## src/rtl/squash_arb_pkg.sv

```systemverilog
package squash_arb_pkg;

  typedef enum logic [2:0] {
    ST_IDLE    = 3'd0,
    ST_RUN     = 3'd1,
    ST_ROBSQ   = 3'd2,
    ST_TRAP    = 3'd3,
    ST_FTRAP   = 3'd4,
    ST_SQAFTER = 3'd5
  } thr_state_e;

  // control -> datapath strobes, one per thread
  typedef struct packed {
    logic doAll;    // whole-thread squash taken this cycle
    logic doExe;    // execute-stage squash accepted this cycle
    logic robBusy;  // reorder buffer still walking its squash
  } sq_strobe_t;

endpackage

```

## src/rtl/squash_arb_ctrl.sv

```systemverilog
module squash_arb_ctrl
  import squash_arb_pkg::*;
#(
  parameter int NT    = 2,
  parameter int LAT_W = 8
) (
  input  logic              clk,
  input  logic              rstN,
  input  logic [LAT_W-1:0]  trapLatency,
  input  logic [NT-1:0]     faultValid,
  input  logic [NT-1:0]     ctxSquashReq,
  input  logic [NT-1:0]     squashAfterReq,
  input  logic [NT-1:0]     exeSquash,
  input  logic [NT-1:0]     exeOlder,
  input  logic [NT-1:0]     dispValid,
  input  logic [NT-1:0]     robDoneSquashing,
  output sq_strobe_t        strobe [NT],
  output logic [NT-1:0]     trapInFlight,
  output logic [NT*3-1:0]   stateFlat
);

  localparam logic [LAT_W-1:0] LAT_ONE = {{(LAT_W-1){1'b0}}, 1'b1};

  for (genvar t = 0; t < NT; t++) begin : g_thr
    thr_state_e       st, effSt, stNext;
    logic             trapFlag, ctxFlag, inFlight;
    logic [LAT_W-1:0] timer;
    logic             actTrap, actCtx, actSa, doAll, doExe, robBusy, faultAcc;

    always_comb begin
      robBusy  = (st == ST_ROBSQ) && !robDoneSquashing[t];
      effSt    = (st == ST_ROBSQ && robDoneSquashing[t]) ? ST_RUN : st;
      actTrap  = trapFlag;
      actCtx   = !trapFlag && ctxFlag;
      actSa    = !trapFlag && !ctxFlag && (effSt == ST_SQAFTER);
      doAll    = actTrap || actCtx || actSa;
      doExe    = !doAll && exeSquash[t] && exeOlder[t] && (effSt != ST_TRAP);
      faultAcc = faultValid[t] && !inFlight;
      stNext   = effSt;
      if (faultAcc)                                stNext = ST_TRAP;
      else if (doAll || doExe)                     stNext = ST_ROBSQ;
      else if (effSt == ST_IDLE && dispValid[t])   stNext = ST_RUN;
      else if (effSt == ST_RUN && squashAfterReq[t]) stNext = ST_SQAFTER;
    end

    always_ff @(posedge clk) begin
      if (!rstN) begin
        st       <= ST_IDLE;
        trapFlag <= 1'b0;
        ctxFlag  <= 1'b0;
        inFlight <= 1'b0;
        timer    <= '0;
      end else begin
        st      <= stNext;
        ctxFlag <= (ctxFlag && !actCtx) ||
                   (ctxSquashReq[t] && !inFlight && !faultValid[t]);
        if (actTrap) begin
          trapFlag <= 1'b0;
          inFlight <= 1'b0;
        end else if (faultAcc) begin
          inFlight <= 1'b1;
          timer    <= trapLatency;
        end else if (inFlight) begin
          if (timer == '0) trapFlag <= 1'b1;
          else             timer    <= timer - LAT_ONE;
        end
      end
    end

    assign strobe[t].doAll   = doAll;
    assign strobe[t].doExe   = doExe;
    assign strobe[t].robBusy = robBusy;
    assign trapInFlight[t]   = inFlight;
    assign stateFlat[t*3 +: 3] = st;

    // trap and context requests are never pending together
    p_trap_ctx_excl_r5: assert property (@(posedge clk) disable iff (!rstN)
      !(trapFlag && ctxFlag));

    // a trap squash is only raised while the trap is in flight
    p_trap_flag_inflight_r3: assert property (@(posedge clk) disable iff (!rstN)
      trapFlag |-> inFlight);

    // no execute squash accepted while the trap is pending
    p_trap_blocks_exe_r6: assert property (@(posedge clk) disable iff (!rstN)
      (st == ST_TRAP) |-> !doExe);

    // a context request during a trap leaves no context request pending
    p_ctx_dropped_r5: assert property (@(posedge clk) disable iff (!rstN)
      (inFlight && ctxSquashReq[t]) |=> !ctxFlag);
  end

endmodule

```

## src/rtl/squash_arb_dp.sv

```systemverilog
module squash_arb_dp
  import squash_arb_pkg::*;
#(
  parameter int NT    = 2,
  parameter int SEQ_W = 16,
  parameter int CNT_W = 16
) (
  input  logic                clk,
  input  logic                rstN,
  input  sq_strobe_t          strobe [NT],
  input  logic [NT*SEQ_W-1:0] exeSeq,
  input  logic [NT-1:0]       exeIncludeSelf,
  input  logic [NT-1:0]       exeMispredict,
  input  logic [NT-1:0]       exeUncond,
  input  logic [NT-1:0]       exeBranchTaken,
  input  logic [NT-1:0]       dispValid,
  input  logic [NT*SEQ_W-1:0] dispSeq,
  input  logic [NT-1:0]       robEmpty,
  input  logic [NT*SEQ_W-1:0] robHeadSeq,
  input  logic [NT*SEQ_W-1:0] lastCommitSeq,
  output logic [NT-1:0]       exeOlder,
  output logic [NT-1:0]       squashOut,
  output logic [NT-1:0]       robSquashing,
  output logic [NT*SEQ_W-1:0] doneSeq,
  output logic [NT-1:0]       branchTaken,
  output logic [CNT_W-1:0]    mispredCount
);

  localparam logic [SEQ_W-1:0] SEQ_ONE = {{(SEQ_W-1){1'b0}}, 1'b1};
  localparam logic [CNT_W-1:0] CNT_ONE = {{(CNT_W-1){1'b0}}, 1'b1};
  localparam logic [CNT_W-1:0] CNT_NT  = CNT_W'(NT);

  for (genvar t = 0; t < NT; t++) begin : g_thr
    logic [SEQ_W-1:0] youngest, seqIn, exeEff, allSeq, lastSeq, doneR;
    logic             sqR, robR, brR;

    assign seqIn   = exeSeq[t*SEQ_W +: SEQ_W];
    assign lastSeq = lastCommitSeq[t*SEQ_W +: SEQ_W];
    assign exeEff  = exeIncludeSelf[t] ? (seqIn - SEQ_ONE) : seqIn;
    assign allSeq  = robEmpty[t] ? lastSeq
                                 : (robHeadSeq[t*SEQ_W +: SEQ_W] - SEQ_ONE);
    assign exeOlder[t] = (seqIn <= youngest);

    always_ff @(posedge clk) begin
      if (!rstN) begin
        youngest <= '0;
        doneR    <= '0;
        sqR      <= 1'b0;
        robR     <= 1'b0;
        brR      <= 1'b0;
      end else if (strobe[t].doAll) begin
        youngest <= lastSeq;
        doneR    <= allSeq;
        sqR      <= 1'b1;
        robR     <= 1'b1;
        brR      <= 1'b0;
      end else if (strobe[t].doExe) begin
        youngest <= exeEff;
        doneR    <= exeEff;
        sqR      <= 1'b1;
        robR     <= 1'b1;
        brR      <= exeBranchTaken[t] || (exeMispredict[t] && exeUncond[t]);
      end else begin
        if (dispValid[t]) youngest <= dispSeq[t*SEQ_W +: SEQ_W];
        sqR  <= 1'b0;
        robR <= strobe[t].robBusy;
        brR  <= 1'b0;
      end
    end

    assign squashOut[t]              = sqR;
    assign robSquashing[t]           = robR;
    assign branchTaken[t]            = brR;
    assign doneSeq[t*SEQ_W +: SEQ_W] = doneR;
  end

  logic [CNT_W-1:0] incr;
  always_comb begin
    incr = '0;
    for (int t = 0; t < NT; t++)
      if (strobe[t].doExe && exeMispredict[t] && exeUncond[t]) incr = incr + CNT_ONE;
  end

  always_ff @(posedge clk) begin
    if (!rstN) mispredCount <= '0;
    else       mispredCount <= mispredCount + incr;
  end

  // the mispredict count never grows by more than one per thread per cycle
  p_count_step_r9: assert property (@(posedge clk) disable iff (!rstN)
    (mispredCount - $past(mispredCount)) <= CNT_NT);

endmodule

```

## src/rtl/commit_squash_arb.sv

```systemverilog
module commit_squash_arb
  import squash_arb_pkg::*;
#(
  parameter int NUM_THREADS = 2,
  parameter int SEQ_W       = 16,
  parameter int LAT_W       = 8,
  parameter int CNT_W       = 16
) (
  input  logic                         clk,
  input  logic                         rstN,
  input  logic [LAT_W-1:0]             trapLatency,
  input  logic [NUM_THREADS-1:0]       faultValid,
  input  logic [NUM_THREADS-1:0]       ctxSquashReq,
  input  logic [NUM_THREADS-1:0]       squashAfterReq,
  input  logic [NUM_THREADS-1:0]       exeSquash,
  input  logic [NUM_THREADS*SEQ_W-1:0] exeSeq,
  input  logic [NUM_THREADS-1:0]       exeIncludeSelf,
  input  logic [NUM_THREADS-1:0]       exeMispredict,
  input  logic [NUM_THREADS-1:0]       exeUncond,
  input  logic [NUM_THREADS-1:0]       exeBranchTaken,
  input  logic [NUM_THREADS-1:0]       dispValid,
  input  logic [NUM_THREADS*SEQ_W-1:0] dispSeq,
  input  logic [NUM_THREADS-1:0]       robEmpty,
  input  logic [NUM_THREADS*SEQ_W-1:0] robHeadSeq,
  input  logic [NUM_THREADS*SEQ_W-1:0] lastCommitSeq,
  input  logic [NUM_THREADS-1:0]       robDoneSquashing,
  output logic [NUM_THREADS-1:0]       squashOut,
  output logic [NUM_THREADS-1:0]       robSquashing,
  output logic [NUM_THREADS*SEQ_W-1:0] doneSeq,
  output logic [NUM_THREADS-1:0]       branchTaken,
  output logic [NUM_THREADS*3-1:0]     threadStatus,
  output logic [NUM_THREADS-1:0]       trapInFlight,
  output logic [CNT_W-1:0]             mispredCount
);

  sq_strobe_t             strobe [NUM_THREADS];
  logic [NUM_THREADS-1:0] exeOlder;

  squash_arb_ctrl #(.NT(NUM_THREADS), .LAT_W(LAT_W)) u_ctrl (
    .clk              (clk),
    .rstN             (rstN),
    .trapLatency      (trapLatency),
    .faultValid       (faultValid),
    .ctxSquashReq     (ctxSquashReq),
    .squashAfterReq   (squashAfterReq),
    .exeSquash        (exeSquash),
    .exeOlder         (exeOlder),
    .dispValid        (dispValid),
    .robDoneSquashing (robDoneSquashing),
    .strobe           (strobe),
    .trapInFlight     (trapInFlight),
    .stateFlat        (threadStatus)
  );

  squash_arb_dp #(.NT(NUM_THREADS), .SEQ_W(SEQ_W), .CNT_W(CNT_W)) u_dp (
    .clk            (clk),
    .rstN           (rstN),
    .strobe         (strobe),
    .exeSeq         (exeSeq),
    .exeIncludeSelf (exeIncludeSelf),
    .exeMispredict  (exeMispredict),
    .exeUncond      (exeUncond),
    .exeBranchTaken (exeBranchTaken),
    .dispValid      (dispValid),
    .dispSeq        (dispSeq),
    .robEmpty       (robEmpty),
    .robHeadSeq     (robHeadSeq),
    .lastCommitSeq  (lastCommitSeq),
    .exeOlder       (exeOlder),
    .squashOut      (squashOut),
    .robSquashing   (robSquashing),
    .doneSeq        (doneSeq),
    .branchTaken    (branchTaken),
    .mispredCount   (mispredCount)
  );

  for (genvar t = 0; t < NUM_THREADS; t++) begin : g_chk
    // an unfinished reorder buffer squash keeps the squashing flag up
    p_rob_hold_r11: assert property (@(posedge clk) disable iff (!rstN)
      (threadStatus[t*3 +: 3] == 3'(ST_ROBSQ) && !robDoneSquashing[t])
      |=> robSquashing[t]);
  end

endmodule

```

## config.mk

```make
export PLATFORM = sky130hd
export DESIGN_NAME = commit_squash_arb
export DESIGN_NICKNAME = d
export VERILOG_FILES = /design/src/rtl/squash_arb_pkg.sv /design/src/rtl/squash_arb_ctrl.sv /design/src/rtl/squash_arb_dp.sv /design/src/rtl/commit_squash_arb.sv
export SDC_FILE = /design/constraint.sdc
export NUM_CORES = 1
export LEC_CHECK = 0
export ABC_AREA = 1
export BUFFER_PORTS_ARGS = -buffer_cell sky130_fd_sc_hd__buf_4
export CAP_MARGIN = 20
export CORE_MARGIN = 10
export CORE_UTILIZATION = 50
export CTS_CLUSTER_SIZE = 25
export DETAILED_ROUTE_END_ITERATION = 6
export PLACE_DENSITY = 0.87
export SLEW_MARGIN = 40
export SYNTH_ARGS = -nofsm -noshare
export SYNTH_HDL_FRONTEND = slang
export SYNTH_SLANG_ARGS = --single-unit
export TNS_END_PERCENT = 1
```

## constraint.sdc

```tcl
create_clock -name clk -period 4.15 [get_ports clk]
set_input_delay 0.2075 -clock clk [delete_from_list [all_inputs] [get_ports clk]]
set_output_delay 0.2075 -clock clk [all_outputs]
set_load 0.02 [all_outputs]
```

==> impl_results.md <==
- Status: finished, final reports clean
- MaxCap Viol Count: 0
- Hold Startpoint: faultValid[0]
- Cts-stage hold buffer count: 0
- Least-Margin Pin Slew: 0.821 ns
- Syn Std Cell Area: 0.00837 mm2
- Worst R2R Setup Slack: 0.52 ns
- Post-Syn Instances: 1329
- Site row count: 47
- Core ar.: 0.0165 mm2
- Number of global-route vias before repair: 9205
- Via Count: 9629
- GRT overflow: 0
- Ys async rst share: 0%
- Postcts setup bufs: 0
- Nets: 1724
- Power, Total: 4.22 mW
- Worst Hold End: u_ctrl.g_thr[0].inFlight$_SDFFE_PP0P_
- Worst Path Class, Setup: reg -> reg
- Via density: 5.49
- Die footprint: 0.0223 mm2
- Max Slew Vio Count: 0
- Initial antenna violation count: 0
- Port Buffer Count: 221
- Setup crit start kind: flop
- Diodes inserted: 0
- Area leader, netlist: dfxtp_1
- DRC viols: 0
- CTS tree: yes
- CTS Buffer Depth: 2
- Starting DRT DRC Count: 826
- Reg clk slew, reported paths: 0.07 ns
- Pwr per Cell Area: 397 mW/mm2
- WP data required: 4.43 ns
- Crit path max-delay cell type: fa_1
- Final HPWL DP: 22600 um
- H-tree levels: 4
- CP cell instances: inv_1 > ha_1 > a21oi_1 > o21ai_0 > a21oi_1 > nand2_2 > nand2_4 > nand2_8 > nor2_1 > ha_1 > ha_1 > inv_1 > fa_1 > inv_1 > nand2_1 > nor2_1 > nand2_1 > inv_1 > nand4_1 > nor3_2 > and3_1 > nor3_1
- Library cells used by synthesis: 48
- Final Skew: 0.0102 ns
- Max frequency: 276 MHz
- Die Span X: 149 um
- IO Count: 222
- CTS sink cnt: 114
- Synth top area cells: dfxtp_1, nand2_1, inv_1
- Share of cells above drive strength 1: 19.5%
- Initial core utilization: 50.7%
- Crit. End Element: flop
- Worst path bufs/invs: 4
- Area delta synth->final: 27.0%
- Post-DRT Antenna Nets: 0
- Final Critical Period: 3.63 ns
- Post-synth top area share: 27.3%
- Crit path DAT: 3.90 ns
- Global-route wire length before repair: 45700 um
- Filler Cells Inserted: 1504
- Relative slew slack: 45.2%
- Hold Violations, Final: 0
- CTS Buf Count: 17
- Syn Area/Cell: 6.30 um2
- Post-synth EDFFs: 0
- Hold WS: 0.0458 ns
- Reg-to-reg startpoint: u_dp.g_thr[0].youngest[13]$_SDFFE_PN0P_
- Min-delay worst type: in -> reg
- Gpl congestion: 0.993
- Synthesis warning total: 0
- Die H: 149 um
- RSZ-0062 raised after global routing: false
- Leak Pwr: 5.09 nW
- Largest net degree at the start of global routing: 51
- Sequential area share after synthesis: 27.3%
- Setup violators final: 0
- GR Util All Layers: 25.2%
- Leading cell type in the layout, fill and taps excluded: nand2_1
- Worst-skew pair later-pin latency: 0.42 ns
- Worst r2r path cells: 22
- DR pass1 iterations: 6
- Syn nets: 1533
- Post-synthesis register bit count: 114
- Fin crit share: 87.5%
- CP dominant cell by count: inv_1
- Final WL: 29300 um
- Slowest stage delay, CP: 0.39 ns
- Top delay family on crit path: simple AND/OR/NAND/NOR gates
- Post_cts resized: 0
- Commonest cells after routing, fill and taps aside: nand2_1, buf_4, inv_1
- Peak VDD IR: 330 uV
- DR WL/cell: 16.7 um
- CP Max Fanout: 27
- CTS root buffer: clkbuf_16
- Hold Path Stages: 3
- Setup TNS: 0 ns
- Most used DFF post-synth: dfxtp_1
- Reg2reg end: u_dp.mispredCount[14]$_SDFF_PN0_
==> stage by stage <==
stage	cell area (um2)	std cells	util [%]	setup slack, ns
after floorplan	8370	1329	-	0.830
after global placement	10000	1721	60.7	0.739
after detailed placement	10000	1721	60.7	0.625
after CTS	10600	1753	64.3	0.561
after global routing	10600	1753	64.3	0.223
final	10600	1753	64.3	0.521
==> power by group <==
part           switching [mW]  internal, mW
logic                   0.876         0.518
clock network           0.600         0.903
registers              0.0846          1.24
==> synth_stat cells (all sizes together), types with 5 or more instances <==
master	n
nand3b	7
o31ai	5
a31oi	11
dfxtp	114
nor3	26
xnor2	16
a211oi	5
ha	43
xor2	15
nand4	22
clkbuf	25
o211ai	21
o21ai	105
inv	184
or2	5
a21oi	129
nor2	149
nor4	5
buf	27
nand2	330
nand3	66
==> state kept, by name (all words and copies together) (netlist names) <==
signal,cells
u_ctrl.g_thr.inFlight,2
u_dp.g_thr.youngest,32
u_ctrl.g_thr.st,6
u_dp.g_thr.doneR,32
u_dp.g_thr.brR,2
u_dp.mispredCount,16
u_ctrl.g_thr.actTrap,2
u_dp.g_thr.robR,2
u_ctrl.g_thr.ctxFlag,2
u_dp.g_thr.sqR,2
u_ctrl.g_thr.timer,16
==> cell type report <==
type | count | area [um2] | share of cell area (%)
Multi-Input combinational cell | 975 | 5080 | 47.8
Sequential cell | 114 | 2280 | 21.5
Timing Repair Buffer | 224 | 1680 | 15.8
Inverter | 188 | 707 | 6.65
Clock buffer | 17 | 425 | 4.00
Tap cell | 220 | 275 | 2.59
Clock inverter | 15 | 173 | 1.62
==> worst max path at each step <==
stage	from	to	slack (ns)	depth (start not counted)
5_1_grt	u_ctrl.g_thr[0].st[1]$_SDFF_PN0_	u_dp.mispredCount[14]$_SDFF_PN0_	0.22	21
4_1_cts	u_dp.g_thr[0].youngest[15]$_SDFFE_PN0P_	u_dp.mispredCount[14]$_SDFF_PN0_	0.56	22
2_1_floorplan	u_dp.g_thr[0].youngest[15]$_SDFFE_PN0P_	u_dp.mispredCount[14]$_SDFF_PN0_	0.83	23
6_report	u_dp.g_thr[0].youngest[13]$_SDFFE_PN0P_	u_dp.mispredCount[14]$_SDFF_PN0_	0.52	22
3_3_place_gp	exeSeq[11]	u_dp.mispredCount[14]$_SDFF_PN0_	0.74	22
3_5_place_dp	u_dp.g_thr[0].youngest[15]$_SDFFE_PN0P_	u_dp.mispredCount[14]$_SDFF_PN0_	0.62	22
==> per-layer routing <==
| metal | routed length (um) | share of wire, % | track usage, % |
|---|---|---|---|
| met5 | 0 | 0 | 0 |
| met2 | 13200 | 45 | 40.6 |
| met1 | 11800 | 40 | 30.1 |
| met4 | 1150 | 3.9 | 12.0 |
| met3 | 3060 | 10 | 7.28 |
==> kinds of logic after synthesis <==
| group | after synthesis | synth area share, % |
|---|---|---|
| compound gates | 286 | 18.8 |
| buf+inv | 240 | 12.1 |
| flops | 114 | 27.3 |
| fa+ha+maj | 44 | 6.67 |
| mux | 1 | 0.120 |
| xor+xnor | 31 | 3.24 |
| simple gates | 613 | 31.9 |
==> tightest hold or removal path, stage by stage <==
cell and delay [ns]:
buf_4 0.08, nor2_1 0.05, nor2_1 0.08
(Power assumes the default switching activity.)
